==> src/rtl/vpic_pkg.sv <==
package vpic_pkg;

  localparam int unsigned NUM_SRC = 3;
  localparam int unsigned REG_W   = 8;
  localparam int unsigned VEC_W   = 8;

  localparam int unsigned EN_LSB  = 1;
  localparam int unsigned FLG_LSB = EN_LSB + NUM_SRC;
  localparam int unsigned PAD_W   = REG_W - 1 - 2 * NUM_SRC;

  typedef enum logic [1:0] {
    RK_NONE = 2'd0,
    RK_RET  = 2'd1,
    RK_RETI = 2'd2
  } ret_kind_e;

  typedef struct packed {
    logic [NUM_SRC-1:0] flg;
    logic [NUM_SRC-1:0] en;
    logic               emi;
  } ictl_s;

  function automatic logic [REG_W-1:0] ictl_image(input ictl_s s);
    return {{PAD_W{1'b0}}, s.flg, s.en, s.emi};
  endfunction

endpackage

==> src/rtl/vpic_edge_sync.sv <==
module vpic_edge_sync #(
  parameter int unsigned STAGES = 2
) (
  input  logic clk_i,
  input  logic rst_ni,
  input  logic pin_i,
  output logic fall_o
);

  localparam int unsigned LAST = STAGES - 1;

  logic [STAGES-1:0] chain_q, chain_d;
  logic              prev_q, prev_d;

  generate
    if (STAGES == 1) begin : g_single
      always_comb chain_d = pin_i;
    end else begin : g_multi
      always_comb chain_d = {chain_q[STAGES-2:0], pin_i};
    end
  endgenerate

  always_comb prev_d = chain_q[LAST];

  always_ff @(posedge clk_i or negedge rst_ni) begin
    if (!rst_ni) begin
      chain_q <= '1;
      prev_q  <= 1'b1;
    end else begin
      chain_q <= chain_d;
      prev_q  <= prev_d;
    end
  end

  assign fall_o = prev_q & ~chain_q[LAST];

endmodule

==> src/rtl/vpic_arb.sv <==
module vpic_arb
  import vpic_pkg::*;
#(
  parameter int unsigned VEC_BASE = 4,
  parameter int unsigned VEC_STEP = 4
) (
  input  logic [NUM_SRC-1:0] req_i,
  output logic               hit_o,
  output logic [NUM_SRC-1:0] grant_o,
  output logic [VEC_W-1:0]   vec_o
);

  logic [NUM_SRC-1:0][VEC_W-1:0] vec_tab;

  genvar gi;
  generate
    for (gi = 0; gi < NUM_SRC; gi++) begin : g_vec
      localparam int unsigned ADDR = VEC_BASE + VEC_STEP * gi;
      assign vec_tab[gi] = VEC_W'(ADDR);
    end
  endgenerate

  always_comb begin
    grant_o = '0;
    hit_o   = 1'b0;
    for (int i = 0; i < NUM_SRC; i++) begin
      if (req_i[i] && !hit_o) begin
        grant_o[i] = 1'b1;
        hit_o      = 1'b1;
      end
    end
  end

  always_comb begin
    vec_o = '0;
    for (int i = 0; i < NUM_SRC; i++) begin
      if (grant_o[i]) vec_o = vec_o | vec_tab[i];
    end
  end

endmodule

==> src/rtl/vpic_csr.sv <==
module vpic_csr
  import vpic_pkg::*;
(
  input  logic               clk_i,
  input  logic               rst_ni,
  input  logic               we_i,
  input  logic [REG_W-1:0]   wdata_i,
  input  logic [NUM_SRC-1:0] set_i,
  input  logic               take_i,
  input  logic [NUM_SRC-1:0] grant_i,
  input  ret_kind_e          ret_kind_i,
  output ictl_s              state_o,
  output logic [REG_W-1:0]   rdata_o
);

  ictl_s cur_q, nxt_d;
  logic  upd_en;

  always_comb begin
    nxt_d = cur_q;
    if (take_i) begin
      nxt_d.emi = 1'b0;
    end else begin
      case (ret_kind_i)
        RK_RETI: nxt_d.emi = 1'b1;
        RK_RET:  nxt_d.emi = cur_q.emi;
        default: if (we_i) nxt_d.emi = wdata_i[0];
      endcase
    end
    for (int i = 0; i < NUM_SRC; i++) begin
      if (we_i) nxt_d.en[i] = wdata_i[EN_LSB + i];
      if (set_i[i]) begin
        nxt_d.flg[i] = 1'b1;
      end else if (take_i && grant_i[i]) begin
        nxt_d.flg[i] = 1'b0;
      end else if (we_i) begin
        nxt_d.flg[i] = wdata_i[FLG_LSB + i];
      end
    end
  end

  assign upd_en = we_i | take_i | (|set_i) | (ret_kind_i == RK_RETI);

  always_ff @(posedge clk_i or negedge rst_ni) begin
    if (!rst_ni) begin
      cur_q <= '0;
    end else if (upd_en) begin
      cur_q <= nxt_d;
    end
  end

  assign state_o = cur_q;
  assign rdata_o = ictl_image(cur_q);

endmodule

==> src/rtl/vpic_ctrl.sv <==
module vpic_ctrl
  import vpic_pkg::*;
#(
  parameter int unsigned SYNC_STAGES = 2,
  parameter int unsigned VEC_BASE    = 4,
  parameter int unsigned VEC_STEP    = 4
) (
  input  logic             clk_i,
  input  logic             rst_ni,
  input  logic             tick_i,
  input  logic             ext_irq_ni,
  input  logic             tmr0_ovf_i,
  input  logic             tmr1_ovf_i,
  input  logic             stack_full_i,
  input  logic             ret_i,
  input  logic             reti_i,
  input  logic             reg_we_i,
  input  logic [REG_W-1:0] reg_wdata_i,
  output logic [REG_W-1:0] reg_rdata_o,
  output logic             call_req_o,
  output logic [VEC_W-1:0] call_vec_o
);

  logic               ext_fall;
  logic [NUM_SRC-1:0] src_set;
  logic [NUM_SRC-1:0] eligible;
  logic [NUM_SRC-1:0] grant;
  logic               any_hit;
  logic [VEC_W-1:0]   arb_vec;
  logic               take;
  ictl_s              st;
  ret_kind_e          ret_kind;

  logic               call_q, call_d;
  logic [VEC_W-1:0]   vec_q, vec_d;

  vpic_edge_sync #(.STAGES(SYNC_STAGES)) u_ext_sync (
    .clk_i  (clk_i),
    .rst_ni (rst_ni),
    .pin_i  (ext_irq_ni),
    .fall_o (ext_fall)
  );

  assign src_set = {tmr1_ovf_i, tmr0_ovf_i, ext_fall};

  always_comb begin
    if (reti_i)     ret_kind = RK_RETI;
    else if (ret_i) ret_kind = RK_RET;
    else            ret_kind = RK_NONE;
  end

  assign eligible = st.flg & st.en;

  vpic_arb #(.VEC_BASE(VEC_BASE), .VEC_STEP(VEC_STEP)) u_arb (
    .req_i   (eligible),
    .hit_o   (any_hit),
    .grant_o (grant),
    .vec_o   (arb_vec)
  );

  assign take = tick_i & st.emi & ~stack_full_i & any_hit;

  vpic_csr u_csr (
    .clk_i      (clk_i),
    .rst_ni     (rst_ni),
    .we_i       (reg_we_i),
    .wdata_i    (reg_wdata_i),
    .set_i      (src_set),
    .take_i     (take),
    .grant_i    (grant),
    .ret_kind_i (ret_kind),
    .state_o    (st),
    .rdata_o    (reg_rdata_o)
  );

  always_comb begin
    call_d = take;
    vec_d  = take ? arb_vec : vec_q;
  end

  always_ff @(posedge clk_i or negedge rst_ni) begin
    if (!rst_ni) begin
      call_q <= 1'b0;
      vec_q  <= '0;
    end else begin
      call_q <= call_d;
      if (take) vec_q <= vec_d;
    end
  end

  assign call_req_o = call_q;
  assign call_vec_o = vec_q;

endmodule

==> config.mk <==
export PLATFORM = sky130hd
export DESIGN_NAME = vpic_ctrl
export DESIGN_NICKNAME = d
export VERILOG_FILES = /design/src/rtl/vpic_pkg.sv /design/src/rtl/vpic_edge_sync.sv /design/src/rtl/vpic_arb.sv /design/src/rtl/vpic_csr.sv /design/src/rtl/vpic_ctrl.sv
export SDC_FILE = /design/constraint.sdc
export NUM_CORES = 1
export LEC_CHECK = 0
export ABC_AREA = 0
export BUFFER_PORTS_ARGS = -buffer_cell sky130_fd_sc_hd__buf_4
export CAP_MARGIN = 30
export CORE_ASPECT_RATIO = 0.75
export CORE_MARGIN = 4
export CORE_UTILIZATION = 30
export DETAILED_ROUTE_END_ITERATION = 6
export GPL_TIMING_DRIVEN = 1
export RECOVER_POWER = 25
export SLEW_MARGIN = 20
export SYNTH_ARGS = -nofsm -noshare
export SYNTH_HDL_FRONTEND = slang
export SYNTH_SLANG_ARGS = --single-unit
==> constraint.sdc <==
create_clock -name clk_i -period 1.25 [get_ports clk_i]
set_clock_uncertainty 0.15 [all_clocks]
set_input_delay 0 -clock clk_i [delete_from_list [all_inputs] [get_ports clk_i]]
set_output_delay 0 -clock clk_i [all_outputs]
set_load 0.01 [all_outputs]
# == After elaboration in Yosys (flattened, before gate mapping) ==
# Index checks and enable logic that the tools add are counted.
# classes
n_mux,22
n_reduce_logical,17
bitwise,10
n_eq_ne,3
# op_table
op,count
1-bit two-way mux,17
3-bit nonzero test,4
4-bit two-way mux,2
2-bit AND reduction,4
1-bit logical AND,5
1-bit AND,4
3-bit AND,1
3-bit two-way mux,1
1-bit bitwise OR,3
3-bit AND reduction,1
3-bit OR reduction,1
"2-bit by 1-bit == test with 1-bit output, second input constant",1
"2-bit == test, second input constant",1
1-bit logical NOT,2
2-bit two-way mux,1
"2-bit != test, second input constant",1
1-bit inverter,2
1-bit case mux with 2 select lines,1
# word_totals
elab_cells,61
out_inout_bits,17
in_bits,18
reg_bits,19

# == Longest topological paths before layout ==
# Gate-level depths: netlist of the first run.
# logic_depth
depth_word,13
mapped_depth,4
depth_no_buf,3

# == Modules after synthesis ==
# A second synthesis of the first run with hierarchy kept.
# unflattened
hier_cells,78
hier_area_um2,945.9
# modules_own_cells
module,seq_area_each_um2,area_per_inst_um2,instances,cells_each
vpic_csr,175.2,392.9,1,36
vpic_ctrl,225.2,367.9,1,23
vpic_arb,0.0,92.6,1,15
vpic_edge_sync,78.8,92.6,1,4

# == Worst setup path before layout of the first run ==
# No wires, ideal clock.
# synth_timing
kind,register to register
from,register u_csr.cur_q (netlist bit u_csr.rdata_o[0])
to,"register vec_q[2], in the netlist call_vec_o[2]"
setup_slack_ns,0.081
period_less_slack_ns,1.169
t_required_ns,0.981
path_stages_with_launch,4
arrival_ns,0.900
path_buffers,0
setup_ns,0.119
path_cell_list,dfrtp_1 > nand3b_4 > nor3b_2 > o21ba_2
# synth_between
elab_chain_len,3
# synth_lines
element,line,rtl
"start, declared",vpic_csr.sv:16,"ictl_s cur_q, nxt_d;"
"start signal, assigned",vpic_csr.sv:48,cur_q <= nxt_d;
1-bit AND (3 in series),vpic_ctrl.sv:61,assign take = tick_i & st.emi & ~stack_full_i & any_hit;
"end signal, assigned",vpic_ctrl.sv:87,if (take) vec_q <= vec_d;
"end, declared",vpic_ctrl.sv:35,"logic [VEC_W-1:0] vec_q, vec_d;"
# Every way passes these cells.
# A chain may end at the register's enable or synchronous reset.

# == Final worst setup path of the first run ==
# layout_timing
from,input stack_full_i
to,"register vec_q[2], in the netlist call_vec_o[2]"
# layout_between
elab_chain_len,3
# layout_lines
element,line,rtl
"start, declared",vpic_ctrl.sv:14,"input logic stack_full_i,"
1-bit inverter,vpic_ctrl.sv:61,
1-bit AND (2 in series),vpic_ctrl.sv:61,
# Every way passes these cells.

==> results.md, run 1 <==
- Main synth FF type: dfrtp_1
- H-tree depth: 1
- Vias in the first global route: 483
- Hold Crit Depth: 0
- Top cell type's share of synthesized area: 40.8%
- R2R depth: 3
- Site row count: 13
- Drt total wl: 1.37 mm
- Most common cell in the netlist: dfrtp_1
- Tot Pwr: 1.04 mW
- Worst r2r dst: call_vec_o[2]
- Share of layout cells above drive strength 1: 38.9%
- Mapped Area: 613 um2
- GRT Total Usage: 10.5%
- Fin. Hold Viols: 0
- P&R area growth vs syn: 61.4%
- Timing endpoint of the critical path: call_vec_o[2]
- Total grt overflow: 0
- WL/cell: 11.7 um
- Hpwl dp: 995 um
- Largest net degree at the start of global routing: 14
- Dpl ws: 50.1 ps
- Synth Register Bits: 13
- IO Count: 35
- M3 GR Usage: 6.59%
- Min cycle time layout: 1220 ps
- Worst Setup Path Type: in2reg
- Synthesized instance count: 48
- Fillcell total: 173
- FF-to-FF setup slack: 80 ps
- CP startpoint: stack_full_i
- Clock root buffer: clkbuf_4
- Worst vdd ir: 0.769 mV
- RSZ-0062 raised after global routing: no
- Hold WS: 213 ps
- Final core utilization: 53.8%
- Antenna diodes: 0
- Die Ht: 47.2 um
- Pleak: 0.470 nW
- Achievable frequency: 0.820 GHz
- Final Max Tran Viols: 0
- Number of remaining DRC errors: 0
- Seq/Total Area, Yosys: 53.7%
- Clock sinks: 13
- Startpoint types: input port
- Global-route wire length before repair: 2.10 mm
- Most frequent cells after synthesis: dfrtp_1 (10), buf_4 (7), mux2i_1 (4)
- HP Class: reg2reg
- First-pass DRT Iterations: 3
- Async SR Flop Fraction: 100%
- CTS buffer count: 3
- Synthesized area per cell: 12.8 um2
- Core Area: 1840 um2
- Met1 Usage GRT: 11.9%
- Min setup slack post-route: 30.4 ps
- Routability cong.: 0.683
- Worst-path fanout max: 7
- Die ar.: 2840 um2
- Fin crit share: 97.6%
- Setup crit end kind: flop
- GRT busiest layer: met2
- Bufs on Longest Clock Path: 2
- Synth area leaders: dfrtp_1 (41%), dfstp_2 (13%), buf_4 (8.6%)
- Initial antenna violation count: 0
- IO buf count: 26
- CTS tree: built
- RR Startpoint: u_csr.rdata_o[0]
- TNS Setup: 0 ps
- Post-synth EDFFs: 0
- Max_cap viols: 0
- Outcome: completed
- Ys Warns: 0
- Synth unique cells: 20
- Initial DRC Count: 2
- Die width: 60.2 um
- Starting density of the core: 33.4%
- Arrival time at the worst endpoint: 1230 ps
- Worst Path Required: 1260 ps
- Nets@finish: 114
- Post-route ant nets: 0
- Met2 usage: 17.5%
- Clock Latency Late Sink: 270 ps
- DR vias: 510
- PwrDens: 1050 nW/um2
- Final setup vio count: 0
- DR vias/cell: 4.36
- Clk slew on worst S/H paths: 70 ps
- Area leader, netlist: dfrtp_1
-- report_power, final --
part | internal [mW] | switching [mW] | total, mW
registers | 0.476 | 0.0342 | 0.510
clock network | 0.124 | 0.128 | 0.251
logic | 0.161 | 0.121 | 0.282
-- worst min-delay path by stage --
stage | slack (ps) | from | endpoint
2_1_floorplan | -450 | rst_ni | call_req_o
3_3_place_gp | -300 | rst_ni | u_csr.rdata_o[2]
3_5_place_dp | -300 | rst_ni | u_csr.rdata_o[2]
4_1_cts | 210 | u_ext_sync.chain_q[0] | u_ext_sync.chain_q[1]
5_1_grt | 220 | u_ext_sync.chain_q[0] | u_ext_sync.chain_q[1]
6_report | 210 | u_ext_sync.chain_q[0] | u_ext_sync.chain_q[1]
-- cell families (layout without fill, tap and decap cells) --
group	count (synthesis)	in the layout	share of synthesized area, %
flip-flops	13	13	53.7
buffers and inverters	10	51	11.6
AO/OA/AOI/OAI	9	9	10.0
AND/OR/NAND/NOR	8	8	12.0
multiplexers	7	7	12.0
other	1	7	0.612
-- area by class of cell --
| class | instances | area (um2) | area share, % |
|---|---|---|---|
| flip-flops and latches | 13 | 329 | 33.2 |
| clock buffers | 4 | 26.3 | 2.65 |
| repair buffers | 45 | 362 | 36.5 |
| multi-input cells | 31 | 238 | 24.0 |
| well taps | 22 | 27.5 | 2.78 |
| inverters | 2 | 7.51 | 0.759 |
-- critical path, stage by stage --
cell and delay (ps):
dlygate4sd3_1 540, buf_4 130, nand3b_4 180, nor3b_2 200
o21ba_2 180
-- placed cells by master, fill, tap and decap left out --
cell type | synthesis | layout
nand2_2 | 0 | 1
mux2i_1 | 4 | 4
and4bb_2 | 1 | 1
nand3b_4 | 1 | 1
buf_4 | 7 | 22
nand2_1 | 3 | 2
nor3b_2 | 1 | 1
dfrtp_1 | 10 | 10
a21oi_1 | 3 | 3
nor2_1 | 1 | 1
o21bai_1 | 2 | 2
nor2b_4 | 1 | 1
conb_1 | 1 | 7
dlygate4sd3_1 | 0 | 17
dfstp_1 | 0 | 1
inv_1 | 2 | 2
o21ba_2 | 1 | 1
mux2_2 | 3 | 3
a31oi_1 | 1 | 1
dfstp_2 | 3 | 2
o22ai_1 | 1 | 1
clkbuf_4 | 0 | 4
o22a_1 | 1 | 1
clkbuf_1 | 0 | 6
-- what timing repair did --
| item | in CTS | in global routing |
|---|---|---|
| hold buffers | 17 | 0 |
| gates resized for setup | 0 | 1 |
| hold endpoints to repair | 23 | 0 |
| endpoints found under the setup margin | 0 | 1 |
| setup buffers | 0 | 2 |
-- flip-flops by register name, indices dropped and copies added (netlist names) --
name	flops
call_req_o	1
u_csr.rdata_o	7
u_ext_sync.prev_q	1
call_vec_o	2
u_ext_sync.chain_q	2
-- stage by stage --
step                instances  instance area (um2)
finish                    117                  990
global route              117                  990
CTS                       115                  991
detailed placement         94                  795
global placement           94                  795
floorplan                  54                  636
-- per-layer routing --
layer	part of all wire [%]	vias to the layer above	wire, um
met2	47	25	647
met1	42	239	574
met4	0	0	0
li1	-	246	-
met3	11	0	152
met5	0	-	0
Note: power is estimated with default switching activity, not from simulation.
==> run 2, diff against run 1 <==
- clock period: 1.25 -> 1.2 ns (I/O delays scaled with it)
==> results.md, run 2 (synthesized netlist as in run 1, its figures left out) <==
- Startpoint types: flop
- GRT Total Usage: 10.7% (+0.20 points)
- Clock Latency Late Sink: 270 ps (about the same)
- Die width: 60.2 um (unchanged)
- Post-route ant nets: 0 (unchanged)
- Site row count: 13 (unchanged)
- IO Count: 35 (unchanged)
- RSZ-0062 raised after global routing: yes
- Commonest non-fill, non-tap cell in the layout: buf_4
- Routability cong.: 0.693 (+1.5%)
- Worst Path Required: 1210 ps (-50 ps)
- Post-placement cell area: 817 um2 (+2.8%)
- Clock share of power: 23.3% (-0.8 points)
- RR Startpoint: u_csr.rdata_o[4]
- Violated checks: negative hold slack
- Worst r2r dst: call_vec_o[2]
- PwrDens: 1100 nW/um2 (+4.7%)
- Largest stage delay, worst path: 390 ps (-150 ps)
- # hold bufs at CTS: 16 (-1)
- CTS tree: built
- Share of layout cells above drive strength 1: 45.8% (+6.9 points)
- Core Area: 1840 um2 (unchanged)
- WL/cell: 11.6 um (-1.6%)
- Largest net degree at the start of global routing: 14 (unchanged)
- Fin. Hold Viols: 2 (+2)
- Beginning of the worst hold path: stack_full_i
- Hold Crit Depth: 3 (+3)
- Clock root buffer: clkbuf_4
- Arrival time at the worst endpoint: 1180 ps (-50 ps)
- DR vias/cell: 4.21 (-3.4%)
- IO buf count: 26 (unchanged)
- Tot Pwr: 1.13 mW (+8.1%)
- Initial DRC Count: 6 (+4)
- Bufs on Longest Clock Path: 2 (unchanged)
- Hold Path Sink: call_req_o
- Die Ht: 47.2 um (unchanged)
- Antenna diodes: 0 (unchanged)
- Max_cap viols: 0 (unchanged)
- Slowest CP cell: dfrtp_1
- Cell-internal power: 0.826 mW (+8.7%)
- Worst Setup Path Type: reg2reg
- Sequential power share: 47.2% (-1.7 points)
- H-tree depth: 1 (unchanged)
- Worst vdd ir: 0.874 mV (+14%)
- Pleak: 0.493 nW (+4.9%)
- Outcome: finished with violations
- Nets@finish: 115 (+0.88%)
- Final core utilization: 55.5% (+1.7 points)
- Min cycle time layout: 1160 ps
- Cell Chain, Critical Path: nand2_2 > nor3b_4 > o21ba_4
- Switching share of power: 26.7% (-0.42 points)
- Initial antenna violation count: 0 (unchanged)
- Hold WS: -82.6 ps (-295 ps)
- Setup crit end kind: flop
- Total grt overflow: 0 (unchanged)
- Starting density of the core: 33.4% (unchanged)
- CTS buffer count: 3 (unchanged)
- Vias in the first global route: 503 (+4.1%)
- Clock sinks: 13 (unchanged)
- Net Sw Power: 0.301 mW (+6.4%)
- Number of remaining DRC errors: 0 (unchanged)
- Clk slew on worst S/H paths: 80 ps (about the same)
- CP bufs+invs: 0 (-2)
- TNS Setup: 0 ps (unchanged)
- CP top delay family: flip-flops
- Final Max Tran Viols: 0 (unchanged)
- R2R depth: 3 (unchanged)
- Max reg flops: 7 (unchanged)
- DR vias: 497 (-2.5%)
- HP Class: in2reg
- Drt total wl: 1.36 mm (-0.80%)
- FF-to-FF setup slack: 40 ps (-40 ps)
- Achievable frequency: 0.860 GHz
- Number of stages on the worst setup path: 3 (-2)
- Final setup vio count: 0 (unchanged)
- Global-route wire length before repair: 2.13 mm (+1.3%)
- Worst-path fanout max: 6 (-1)
- P&R area growth vs syn: 66.5%
- Die ar.: 2840 um2 (unchanged)
- First-pass DRT Iterations: 2 (-1)
- Fin crit share: 96.9%
- Commonest cells after routing, fill and taps aside: buf_4 (27), dlygate4sd3_1 (16), dfrtp_1 (10)
- Comb power frac: 29.5% (+2.5 points)
- Final instance area: 1020 um2 (+3.2%)
-- run 2: through the flow --
step / hold slack, ps / setup WS (ps) / std cells
2_1_floorplan: -446 / 31.0 / 54
3_3_place_gp: -299 / 34.4 / 97
3_5_place_dp: -298 / 14.2 / 97
4_1_cts: -94.9 / 0.564 / 117
5_1_grt: -66.3 / -35.3 / 118
6_report: -82.6 / 37.6 / 118
-- run 2: layout make-up --
type / instances / area (um2)
multi-input combinational: 31 / 253
inverter: 2 / 7.51
timing repair buffer: 46 / 378
sequential: 13 / 329
tap: 22 / 27.5
fill: 167 / 817
clock buffer: 4 / 26.3
-- run 2: timing repair --
action                     in CTS  in global routing
setup buffers                   0                  1
setup endpoints to repair       0                  2
hold endpoints to repair       23                  1
resized for setup               0                  4
-- run 2: how the worst max path moves through the flow --
stage / from / end / slack [ps]
6_report: u_csr.rdata_o[4] / call_vec_o[2] / 40
5_1_grt: u_csr.rdata_o[0] / call_vec_o[2] / -40
4_1_cts: u_csr.rdata_o[4] / call_vec_o[2] / 0.6
3_5_place_dp: u_csr.rdata_o[4] / call_vec_o[2] / 10
3_3_place_gp: u_csr.rdata_o[4] / call_vec_o[2] / 30
2_1_floorplan: u_csr.rdata_o[0] / call_vec_o[2] / 30
-- run 2: routing by layer --
metal	track usage [%]	vias up	share of wire [%]
met5	0	-	0
met4	1.33	0	0
met3	5.77	0	9.7
met2	18.5	25	47
met1	12.2	227	44
li1	-	245	-
-- run 2: power groups by stage --
stage / sequential [mW] / combinational, mW / clock, mW
after CTS: 0.529 / 0.326 / 0.272
after global routing: 0.538 / 0.365 / 0.293
after floorplan: 0.561 / 0.118 / 0
after global placement: 0.536 / 0.283 / 0
final: 0.532 / 0.332 / 0.262
after detailed placement: 0.538 / 0.284 / 0
-- run 2: worst reg2reg max path: stages (launching register included) --
cell and delay, ps:
dfrtp_1 390, nand2_2 130, nor3b_4 220, o21ba_4 170
